==> src/rtl/deframe_pkg.sv <==
package deframe_pkg;

    typedef enum logic [2:0] {
        OS_MARK,
        OS_COUNT,
        OS_PAYLOAD,
        OS_BADCOUNT,
        OS_DISCARD
    } outer_state_t;

    typedef enum logic [1:0] {
        IS_MARK,
        IS_COUNT,
        IS_DATA,
        IS_LOST
    } inner_state_t;

endpackage

==> src/rtl/frame_stripper.sv <==
module frame_stripper
    import deframe_pkg::*;
#(
    parameter int W = 8,
    parameter logic [W-1:0] MARK = 8'h0D
) (
    input  logic         clk,
    input  logic         rst_n,
    input  logic         en,
    input  logic [W-1:0] in_data,
    input  logic         in_valid,
    output logic         in_ready,
    output logic [W-1:0] pay_data,
    output logic         pay_valid,
    input  logic         pay_ready,
    output logic         frame_err
);

    localparam logic [W-1:0] ONE = W'(1);

    typedef struct packed {
        outer_state_t st;
        logic [W-1:0] cnt;
        logic         err;
    } oreg_t;

    oreg_t d, q;

    always_comb begin
        d         = q;
        in_ready  = 1'b0;
        pay_valid = 1'b0;
        pay_data  = in_data;
        if (!en) begin
            d.st  = OS_MARK;
            d.cnt = '0;
            d.err = 1'b0;
        end else begin
            case (q.st)
                OS_MARK: begin
                    in_ready = 1'b1;
                    if (in_valid) begin
                        if (in_data == MARK) begin
                            d.st = OS_COUNT;
                        end else begin
                            d.st  = OS_BADCOUNT;
                            d.err = 1'b1;
                        end
                    end
                end
                OS_COUNT: begin
                    in_ready = 1'b1;
                    if (in_valid) begin
                        d.cnt = in_data;
                        d.st  = (in_data == '0) ? OS_MARK : OS_PAYLOAD;
                    end
                end
                OS_PAYLOAD: begin
                    pay_valid = in_valid;
                    in_ready  = pay_ready;
                    if (in_valid && pay_ready) begin
                        d.cnt = q.cnt - ONE;
                        if (q.cnt == ONE) d.st = OS_MARK;
                    end
                end
                OS_BADCOUNT: begin
                    in_ready = 1'b1;
                    if (in_valid) begin
                        d.cnt = in_data;
                        d.st  = (in_data == '0) ? OS_MARK : OS_DISCARD;
                    end
                end
                default: begin
                    in_ready = 1'b1;
                    if (in_valid) begin
                        d.cnt = q.cnt - ONE;
                        if (q.cnt == ONE) d.st = OS_MARK;
                    end
                end
            endcase
        end
    end

    always_ff @(posedge clk or negedge rst_n) begin
        if (!rst_n) begin
            q.st  <= OS_MARK;
            q.cnt <= '0;
            q.err <= 1'b0;
        end else begin
            q <= d;
        end
    end

    assign frame_err = q.err;

    // framing error stays set while capture stays enabled
    a_r7_sticky: assert property (@(posedge clk) disable iff (!rst_n)
        (q.err && en) |=> q.err);

    // a cycle with capture disabled leaves the outer layer at a clean boundary
    a_r8_outer_clear: assert property (@(posedge clk) disable iff (!rst_n)
        !en |=> (q.st == OS_MARK && q.cnt == '0 && !q.err));

    // payload is only offered inside a counted frame
    a_r1_payload_only: assert property (@(posedge clk) disable iff (!rst_n)
        pay_valid |-> (q.cnt != '0));

endmodule

==> src/rtl/record_parser.sv <==
module record_parser
    import deframe_pkg::*;
#(
    parameter int W = 8,
    parameter logic [W-1:0] MARK = 8'hA0
) (
    input  logic         clk,
    input  logic         rst_n,
    input  logic         en,
    input  logic [W-1:0] pay_data,
    input  logic         pay_valid,
    output logic         pay_ready,
    output logic [W-1:0] out_data,
    output logic         out_valid,
    input  logic         out_ready,
    output logic         out_sop,
    output logic         out_eop,
    output logic         out_nodata,
    output logic [W-1:0] out_len,
    output logic         sync_err
);

    localparam logic [W-1:0] ONE = W'(1);

    typedef struct packed {
        inner_state_t st;
        logic [W-1:0] len;
        logic [W-1:0] rem;
        logic         err;
    } ireg_t;

    ireg_t d, q;

    always_comb begin
        d          = q;
        pay_ready  = 1'b0;
        out_valid  = 1'b0;
        out_data   = pay_data;
        out_sop    = 1'b0;
        out_eop    = 1'b0;
        out_nodata = 1'b0;
        out_len    = q.len;
        if (!en) begin
            d.st  = IS_MARK;
            d.len = '0;
            d.rem = '0;
            d.err = 1'b0;
        end else begin
            case (q.st)
                IS_MARK: begin
                    pay_ready = 1'b1;
                    if (pay_valid) begin
                        if (pay_data == MARK) begin
                            d.st = IS_COUNT;
                        end else begin
                            d.st  = IS_LOST;
                            d.err = 1'b1;
                        end
                    end
                end
                IS_COUNT: begin
                    if (pay_data == '0) begin
                        out_valid  = pay_valid;
                        out_sop    = 1'b1;
                        out_eop    = 1'b1;
                        out_nodata = 1'b1;
                        out_len    = '0;
                        pay_ready  = out_ready;
                        if (pay_valid && out_ready) begin
                            d.len = '0;
                            d.st  = IS_MARK;
                        end
                    end else begin
                        pay_ready = 1'b1;
                        if (pay_valid) begin
                            d.len = pay_data;
                            d.rem = pay_data;
                            d.st  = IS_DATA;
                        end
                    end
                end
                IS_DATA: begin
                    out_valid = pay_valid;
                    pay_ready = out_ready;
                    out_sop   = (q.rem == q.len);
                    out_eop   = (q.rem == ONE);
                    if (pay_valid && out_ready) begin
                        d.rem = q.rem - ONE;
                        if (q.rem == ONE) d.st = IS_MARK;
                    end
                end
                default: begin
                    pay_ready = 1'b1;
                end
            endcase
        end
    end

    always_ff @(posedge clk or negedge rst_n) begin
        if (!rst_n) begin
            q.st  <= IS_MARK;
            q.len <= '0;
            q.rem <= '0;
            q.err <= 1'b0;
        end else begin
            q <= d;
        end
    end

    assign sync_err = q.err;

    // sync error is sticky while capture runs
    a_r5_sticky: assert property (@(posedge clk) disable iff (!rst_n)
        (q.err && en) |=> q.err);

    // nothing is emitted once sync is lost
    a_r5_silent: assert property (@(posedge clk) disable iff (!rst_n)
        sync_err |-> !out_valid);

    // a zero-length beat is a complete one-beat record
    a_r4_nodata: assert property (@(posedge clk) disable iff (!rst_n)
        (out_valid && out_nodata) |-> (out_sop && out_eop && out_len == '0));

    // a data beat always belongs to a record with a non-zero count
    a_r2_len_nonzero: assert property (@(posedge clk) disable iff (!rst_n)
        (out_valid && !out_nodata) |-> (out_len != '0));

    // one disabled cycle clears the sync error
    a_r8_inner_clear: assert property (@(posedge clk) disable iff (!rst_n)
        !en |=> !q.err);

endmodule

==> src/rtl/nested_deframer.sv <==
module nested_deframer #(
    parameter int W = 8,
    parameter logic [W-1:0] OUTER_MARK = 8'h0D,
    parameter logic [W-1:0] INNER_MARK = 8'hA0
) (
    input  logic         clk,
    input  logic         rst_n,
    input  logic         start,
    input  logic [W-1:0] in_data,
    input  logic         in_valid,
    output logic         in_ready,
    output logic [W-1:0] out_data,
    output logic         out_valid,
    input  logic         out_ready,
    output logic         out_sop,
    output logic         out_eop,
    output logic         out_nodata,
    output logic [W-1:0] out_len,
    output logic         sync_error,
    output logic         framing_error
);

    logic [W-1:0] pay_data;
    logic         pay_valid;
    logic         pay_ready;

    frame_stripper #(.W(W), .MARK(OUTER_MARK)) u_strip (
        .clk       (clk),
        .rst_n     (rst_n),
        .en        (start),
        .in_data   (in_data),
        .in_valid  (in_valid),
        .in_ready  (in_ready),
        .pay_data  (pay_data),
        .pay_valid (pay_valid),
        .pay_ready (pay_ready),
        .frame_err (framing_error)
    );

    record_parser #(.W(W), .MARK(INNER_MARK)) u_parse (
        .clk        (clk),
        .rst_n      (rst_n),
        .en         (start),
        .pay_data   (pay_data),
        .pay_valid  (pay_valid),
        .pay_ready  (pay_ready),
        .out_data   (out_data),
        .out_valid  (out_valid),
        .out_ready  (out_ready),
        .out_sop    (out_sop),
        .out_eop    (out_eop),
        .out_nodata (out_nodata),
        .out_len    (out_len),
        .sync_err   (sync_error)
    );

    // a stalled downstream stalls the input
    a_r9_hold: assert property (@(posedge clk) disable iff (!rst_n)
        (out_valid && !out_ready) |-> !in_ready);

    // stopped capture neither accepts nor emits
    a_r8_quiet: assert property (@(posedge clk) disable iff (!rst_n)
        !start |-> (!in_ready && !out_valid));

    // a held beat keeps its data until taken
    a_r9_stable: assert property (@(posedge clk) disable iff (!rst_n)
        (out_valid && !out_ready && start && $stable(in_data) && in_valid) |=>
        (!start || !in_valid || !$stable(in_data) || out_valid));

endmodule

==> config.mk <==
export PLATFORM = sky130hd
export DESIGN_NAME = nested_deframer
export DESIGN_NICKNAME = d
export VERILOG_FILES = /design/src/rtl/deframe_pkg.sv /design/src/rtl/frame_stripper.sv /design/src/rtl/record_parser.sv /design/src/rtl/nested_deframer.sv
export SDC_FILE = /design/constraint.sdc
export NUM_CORES = 1
export LEC_CHECK = 0
export BUFFER_PORTS_ARGS = -buffer_cell sky130_fd_sc_hd__buf_2
export CELL_PAD_IN_SITES_DETAIL_PLACEMENT = 2
export CELL_PAD_IN_SITES_GLOBAL_PLACEMENT = 2
export CORE_AREA = 4 4 89 91
export CTS_CLUSTER_SIZE = 24
export DETAILED_ROUTE_END_ITERATION = 12
export DIE_AREA = 0 0 93 95
export MAX_ROUTING_LAYER = met4
export PLACE_DENSITY = 0.85
export SLEW_MARGIN = 20
export SYNTH_ARGS = -nofsm -noshare
export SYNTH_HDL_FRONTEND = slang
export SYNTH_HIERARCHICAL = 1
export SYNTH_SLANG_ARGS = --single-unit
==> constraint.sdc <==
create_clock -name clk -period 2.83 [get_ports clk]
set_input_delay 0.566 -clock clk [delete_from_list [all_inputs] [get_ports clk]]
set_output_delay 0.566 -clock clk [all_outputs]
set_load 0.005 [all_outputs]
==> impl_results.md, run 1 <==
- Post-Route WL: 8582 microns
- Reg power frac: 33.5%
- Worst slew pin tran: 0.7810 ns
- P_int: 950.1 uW
- CP max stage delay: 0.37 ns
- Synth area leaders: dfrtp_1, buf_4, a21oi_1, ha_1, nor2_1
- Largest net degree at the start of global routing: 32
- CP Max Fanout: 4
- Switching Share: 40.95%
- Post-synth EDFFs: 0
- Clock Latency Late Sink: 0.29 ns
- Die height: 95 microns
- Post-synthesis sequential area ratio: 32.77%
- RSZ-0062 raised after global routing: no
- Fin nets: 326
- Power, Total: 1.609 mW
- Count of final hold-check violations: 0
- Reg2Reg Setup Slack: 0.39 ns
- Clk slew on worst S/H paths: 0.08 ns
- Logic pwr share: 43.5%
- # fillers: 849
- Syn Area/Cell: 8.640 sq um
- Overall die width: 93 microns
- Post-route DRC: 0
- CTS Buffer Depth: 2
- Endpoint of the most critical register-to-register path: u_strip/q[7]
- Stages on worst setup path: 9
- Ys async rst share: 100.0%
- Pleak: 1.313 nW
- Post-Syn Area: 0.002367 sq mm
- CTS H-tree depth: 2
- Setup violators final: 0
- Worst R2R Start: u_parse/q[18]
- Crit path required time: 2.26 ns
- Data arrival, critical path: 2.10 ns
- Clock sink total: 31
- Status: finished, final reports clean
- Max-Slew Margin vs Limit: 47.94%
- Worst hold path class: in2async
- Clock share of power: 23.1%
- Multiplexer share of the synthesized area: 2.748%
- Vias in the first global route: 2537
- Xor/xnor share of the synthesized area: 3.330%
- Vias per inst: 5.533
- Fmax: 0.3750 GHz
- FF+latch count, synth: 31
- Post-route setup TNS: 0 ns
- Starting Density: 33.17%
- Crit end category: output pin
- Final core utilization: 38.04%
- Gpl congestion: 0.8416
- Share of layout cells above drive strength 1: 24.84%
- Top cell type's share of synthesized area: 32.77%
- Commonest non-fill, non-tap cell in the layout: buf_2
- Layout area overhead: 14.69%
- Cell Pwr Density: 592.6 mW/mm^2
- First DRT Iteration DRCs: 130
- Worst vdd rail ir drop: 268.3 uV
- ANT cells: 0
- Crit-path slowest cell: nor4b_2
- Global-route wire length before repair: 13960 microns
- DR pass1 iterations: 4
- Die area: 0.008835 sq mm
- Synth Area in Compound Gates: 23.68%
- Largest area contributor in the netlist: dfrtp_1
- Crit path time final: 2.667 ns
- CP dominant cell by count: buf_2
- Ys flop type: dfrtp_1
- Last element of the critical path: in_ready
- Commonest cells after routing, fill and taps aside: buf_2, dfrtp_1, nor2_1
- Ports: 36
- Ys Warns: 6
- CTS buffer count: 5
- Synth Area in Adders: 3.700%
- # rows: 31
- GRT Overall Usage: 21.17%
- Syn Inst Count: 274
- Worst path bufs/invs: 2
- Switch Pwr: 658.9 uW
- Synth Net Count: 294
- Initial antenna violation count: 0
- Startpoint Class: primary input
- Final period util: 94.23%
- Fin Clk Skew: 0.01027 ns
- Clk root buf: clkbuf_8
- Core box area: 0.007137 sq mm
- Synthesized-area fraction occupied by and/or/nand/nor cells: 23.52%
- CP top delay family: simple AND/OR/NAND/NOR gates
- Detail Placement HPWL: 6099 microns
- Area occupied by multi-input gates: 0.001358 sq mm
- Register-to-Register Path Depth: 9
- Main combinational cell family by area after synthesis: compound AO/OA/AOI/OAI gates
- Storage element area: 775.7 sq um
- Detailed-route via count: 2241
- Worst setup path startpoint: in_data[0]
- Cell chain of the critical path: buf_2, nor4_4, nand2_2, a21o_1, nand2_1, a21oi_1, nor4b_2, nor2b_1, buf_2
- CTS tree: built
- Wire per inst: 21.19 microns
- Remaining global-route overflow: 0
- Antenna-violating nets left: 0
- Setup CP Type: in2out
- Slew Viols, Final: 0
- Distinct cells, synth: 57
- I/O Buffers: 35
- Max-Cap Viols: 0
[timing repair]
action	4_1_cts	5_1_grt
hold endpoints to repair	0	0
hold buffers	0	0
endpoints found under the setup margin	1	1
pin swaps	0	3
setup buffers	0	3
gates resized for setup	1	1
[metal layers]
metal / global-route usage, % / vias to the layer above / share of wire [%]
met5: - / - / 0
met4: 7.082 / 0 / 2.8
met3: 4.064 / 16 / 3.6
met2: 35.87 / 49 / 53
met1: 25.32 / 1140 / 41
li1: - / 1036 / -
[state kept, by name, summed over array words and instances (netlist names)]
| name | flops |
|---|---|
| u_strip/frame_err | 1 |
| u_parse/q | 18 |
| u_parse/sync_err | 1 |
| u_strip/q | 11 |
[Yosys cell counts (6+ instances only)]
| master | instances |
|---|---|
| dfrtp_1 | 31 |
| nor2_1 | 22 |
| a21oi_1 | 18 |
| nand2_1 | 18 |
| buf_4 | 17 |
| inv_1 | 14 |
| and2_1 | 11 |
| o21ai_0 | 9 |
| a22o_1 | 8 |
| xor2_1 | 8 |
| ha_1 | 7 |
| nand3_1 | 6 |
| nor3_1 | 6 |
[power groups by stage]
stage	registers, mW	clock network (mW)	logic [mW]
2_1_floorplan	0.526	0	0.483
3_3_place_gp	0.542	0	0.635
3_5_place_dp	0.546	0	0.662
4_1_cts	0.539	0.383	0.689
5_1_grt	0.548	0.407	0.778
6_report	0.539	0.371	0.699
[through the flow]
stage / setup WS [ns] / hold WS (ns) / area [sq um] / std cells
2_1_floorplan: 0.3289 / 0.2704 / 2367 / 274
4_1_cts: 0.1318 / 0.3834 / 2690 / 402
3_3_place_gp: 0.1370 / 0.4729 / 2596 / 395
3_5_place_dp: 0.08512 / 0.4822 / 2596 / 395
6_report: 0.1634 / 0.3523 / 2715 / 405
5_1_grt: 0.006965 / 0.4120 / 2715 / 405
[cell families (layout without fill, tap and decap cells)]
logic type / Yosys count / count (layout)
flops: 31 / 31
simple gates: 97 / 97
compound gates: 80 / 80
xor+xnor: 9 / 9
buf+inv: 44 / 76
fa+ha+maj: 7 / 7
mux: 6 / 6
[worst reg2reg max path, stage by stage (launching register included)]
cell and delay, ns:
dfrtp_1 0.40, inv_1 0.10, ha_2 0.29, or2_2 0.17, nand2_1 0.06, a21oi_1 0.29
nand2_1 0.16, a21oi_1 0.46, and4_1 0.32, nor4_2 0.07
[cell type report]
type / count / area share [%]
Multi-Input combinational cell: 199 / 50.00
Sequential cell: 31 / 28.57
Timing Repair Buffer: 53 / 11.43
Tap cell: 99 / 4.562
Inverter: 16 / 2.212
Clock inverter: 1 / 0.1843
Clock buffer: 6 / 3.041
[worst min-delay path by stage]
| stage | endpoint | slack [ns] | cells after the start |
|---|---|---|---|
| 2_1_floorplan | u_parse/q[10] | 0.27 | 0 |
| 3_3_place_gp | u_strip/frame_err | 0.47 | 1 |
| 3_5_place_dp | u_strip/frame_err | 0.48 | 1 |
| 4_1_cts | u_parse/sync_err | 0.38 | 1 |
| 5_1_grt | u_strip/q[10] | 0.41 | 1 |
| 6_report | u_strip/q[10] | 0.35 | 1 |
(Power assumes the default switching activity.)
==> run 2, diff against run 1 <==
--- a/config.mk
+++ b/config.mk
@@ -5,16 +5,16 @@
 export SDC_FILE = /design/constraint.sdc
 export NUM_CORES = 1
 export LEC_CHECK = 0
+export ABC_AREA = 1
 export BUFFER_PORTS_ARGS = -buffer_cell sky130_fd_sc_hd__buf_2
 export CELL_PAD_IN_SITES_DETAIL_PLACEMENT = 2
 export CELL_PAD_IN_SITES_GLOBAL_PLACEMENT = 2
-export CORE_AREA = 4 4 89 91
+export CORE_AREA = 4 4 97 99
 export CTS_CLUSTER_SIZE = 24
 export DETAILED_ROUTE_END_ITERATION = 12
-export DIE_AREA = 0 0 93 95
+export DIE_AREA = 0 0 101 103
 export MAX_ROUTING_LAYER = met4
 export PLACE_DENSITY = 0.85
-export SLEW_MARGIN = 20
 export SYNTH_ARGS = -nofsm -noshare
 export SYNTH_HDL_FRONTEND = slang
 export SYNTH_HIERARCHICAL = 1
==> run 2 against run 1 <==
Largest cell class unchanged. Area after synthesis grew 8.5%. Clock power grew 29%. Critical path depth is the same.
==> impl_results.md, run 2 <==
- Status: finished, final reports clean
- Final period util: 91.09% (-3.1 points)
- Vias per inst: 4.954 (-10%)
- Clk root buf: clkbuf_8
- Commonest cells after routing, fill and taps aside: nand2_1, inv_1, nor2_1
- Detail Placement HPWL: 6968 microns (+14%)
- Starting Density: 30.03% (-3.1 points)
- CTS H-tree depth: 2 (unchanged)
- Synth area leaders: dfrtp_1, nand2_1, inv_1, nor2_1, buf_4
- Fin Clk Skew: 0.002989 ns (-0.007281 ns)
- Crit path time final: 2.578 ns (-0.08868 ns)
- Largest area contributor in the netlist: dfrtp_1
- Clk slew on worst S/H paths: 0.08 ns (about the same)
- Fin nets: 435 (+33%)
- Cts repair resizes: 0 (-1)
- CTS tree: built
- Crit end category: output pin
- Distinct cells, synth: 34 (-40%)
- Remaining global-route overflow: 0 (unchanged)
- Post-synth top cells: nand2_1, inv_1, nor2_1
- Crit path required time: 2.26 ns (about the same)
- Worst hold path class: in2async
- ANT cells: 0 (unchanged)
- Startpoint Class: register
- Global-route wire length before repair: 15200 microns (+8.9%)
- Wire per inst: 16.89 microns (-20%)
- Ys async rst share: 100.0% (unchanged)
- CTS Buffer Depth: 2 (unchanged)
- Gpl congestion: 0.8111 (-3.6%)
- Worst slew pin tran: 0.7864 ns (+0.005416 ns)
- I/O Buffers: 35 (unchanged)
- Synth Net Count: 412 (+40%)
- DR pass1 iterations: 4 (unchanged)
- Biggest register: u_parse/q
- Layout area overhead: 11.01%
- Data arrival, critical path: 2.01 ns (-0.09 ns)
- GRT Overall Usage: 19.11% (-2.1 points)
- Ys flop type: dfrtp_1
- Overall die width: 101 microns (+8.6%)
- Post-route setup TNS: 0 ns (unchanged)
- Max-Slew Margin vs Limit: 47.58% (-0.36 points)
- Area occupied by multi-input gates: 0.001401 sq mm (+3.2%)
- Share of layout cells above drive strength 1: 20.67% (-4.2 points)
- Placed cell area: 0.002733 sq mm (+5.3%)
- Storage element area: 775.7 sq um (unchanged)
- Setup violators final: 0 (unchanged)
- Cell Pwr Density: 1001 mW/mm^2 (+69%)
- Slew Viols, Final: 0 (unchanged)
- Vias in the first global route: 2893 (+14%)
- First DRT Iteration DRCs: 73 (-44%)
- Syn Area/Cell: 6.550 sq um (-24%)
- Commonest non-fill, non-tap cell in the layout: nand2_1
- Initial antenna violation count: 0 (unchanged)
- Pleak: 1.503 nW (+14%)
- Max FFs per register: 18 (unchanged)
- Post-Route WL: 8852 microns (+3.1%)
- # rows: 34 (+9.7%)
- Clock sink total: 31 (unchanged)
- # hold bufs at CTS: 0 (unchanged)
- Die height: 103 microns (+8.4%)
- Top Registers: u_parse/q (18), u_strip/q (11)
- Setup Buffers After CTS: 0 (unchanged)
- Most frequent cell after synthesis: nand2_1
- Max-Cap Viols: 0 (unchanged)
- CTS buffer count: 5 (unchanged)
- Worst vdd rail ir drop: 406.3 uV (+51%)
- # fillers: 1068 (+26%)
- Post-synthesis sequential area ratio: 30.21% (-2.6 points)
- Post-route DRC: 0 (unchanged)
- Core box area: 0.008551 sq mm (+20%)
- Ys Warns: 6 (unchanged)
- Post-Syn Area: 0.002567 sq mm (+8.5%)
- Hold_ws: 0.3506 ns (-0.001636 ns)
- Detailed-route via count: 2596 (+16%)
- Post-synth EDFFs: 0 (unchanged)
- Die area: 0.01040 sq mm (+18%)
- Antenna-violating nets left: 0 (unchanged)
- Count of final hold-check violations: 0 (unchanged)
- Largest net degree at the start of global routing: 32 (unchanged)
- Post-route cell area: 0.002850 sq mm (+5.0%)
- CP Max Fanout: 7 (+3)
- FF+latch count, synth: 31 (unchanged)
- Syn Inst Count: 392 (+43%)
- Setup CP Type: reg2out
- RSZ-0062 raised after global routing: no
- Clock Latency Late Sink: 0.29 ns (about the same)
- Fmax: 0.3879 GHz (+3.4%)
- Ports: 36 (unchanged)
- Top cell type's share of synthesized area: 30.21% (-2.6 points)
run 2: kinds of logic after synthesis:
group                    count (synthesis)  share of synthesized area [%]
buffers and inverters                   79                          15.20
flip-flops                              31                          30.21
AND/OR/NAND/NOR                        222                          38.84
AO/OA/AOI/OAI                           50                          11.31
adder cells (fa/ha/maj)                  7                          3.411
XOR/XNOR                                 3                          1.024
run 2: layer usage:
| metal | global-route usage, % | wire (microns) | vias up |
|---|---|---|---|
| li1 | - | - | 1261 |
| met5 | - | 0 | - |
| met3 | 2.233 | 173 | 8 |
| met1 | 23.33 | 4042 | 1290 |
| met2 | 34.38 | 4570 | 37 |
| met4 | 3.272 | 65 | 0 |
run 2: area by class of cell:
class | instances | area share (%)
clock inverter | 2 | 1.229
timing repair buffer | 38 | 6.936
tap | 108 | 4.741
clock buffer | 6 | 2.897
multi-input combinational | 282 | 49.17
inverter | 57 | 7.814
sequential | 31 | 27.22
run 2: final timing paths:
check / cells past startpoint / to / startpoint / slack, ns
setup / recovery: 9 / out_sop / u_parse/q[17] / 0.25
hold reg to reg: 2 / u_strip/frame_err / u_strip/frame_err / 0.51
min in group clk: 2 / u_strip/frame_err / u_strip/frame_err / 0.51
hold / removal: 1 / u_parse/q[4] / rst_n / 0.35
setup reg to reg: 12 / u_parse/q[5] / u_parse/q[17] / 0.83
max in group asynchronous: 1 / u_parse/q[12] / rst_n / 1.98
run 2: power by group:
group          switching, mW  internal (mW)  total, mW
Combinational           1.07          0.552       1.62
Sequential             0.174          0.582      0.756
Clock                  0.193          0.285      0.478
run 2: worst max-delay path, stage by stage, from the launching register on:
cell      delay [ns]
dfrtp_1         0.41
inv_1           0.09
ha_1            0.36
inv_1           0.17
a21oi_1         0.14
nand2_1         0.07
nor2_1          0.09
nand3b_1        0.12
a21oi_1         0.14
buf_2           0.13
run 2: per-stage QoR:
step           std cells  total power, mW  util [%]  setup slack, ns
2_1_floorplan        392            1.946         -           0.7537
3_3_place_gp         516            2.282     31.96           0.5208
3_5_place_dp         516            2.399     31.96           0.4573
4_1_cts              524            2.893     33.33           0.1995
5_1_grt              524            3.154     33.33           0.1172
6_report             524            2.854     33.33           0.2521
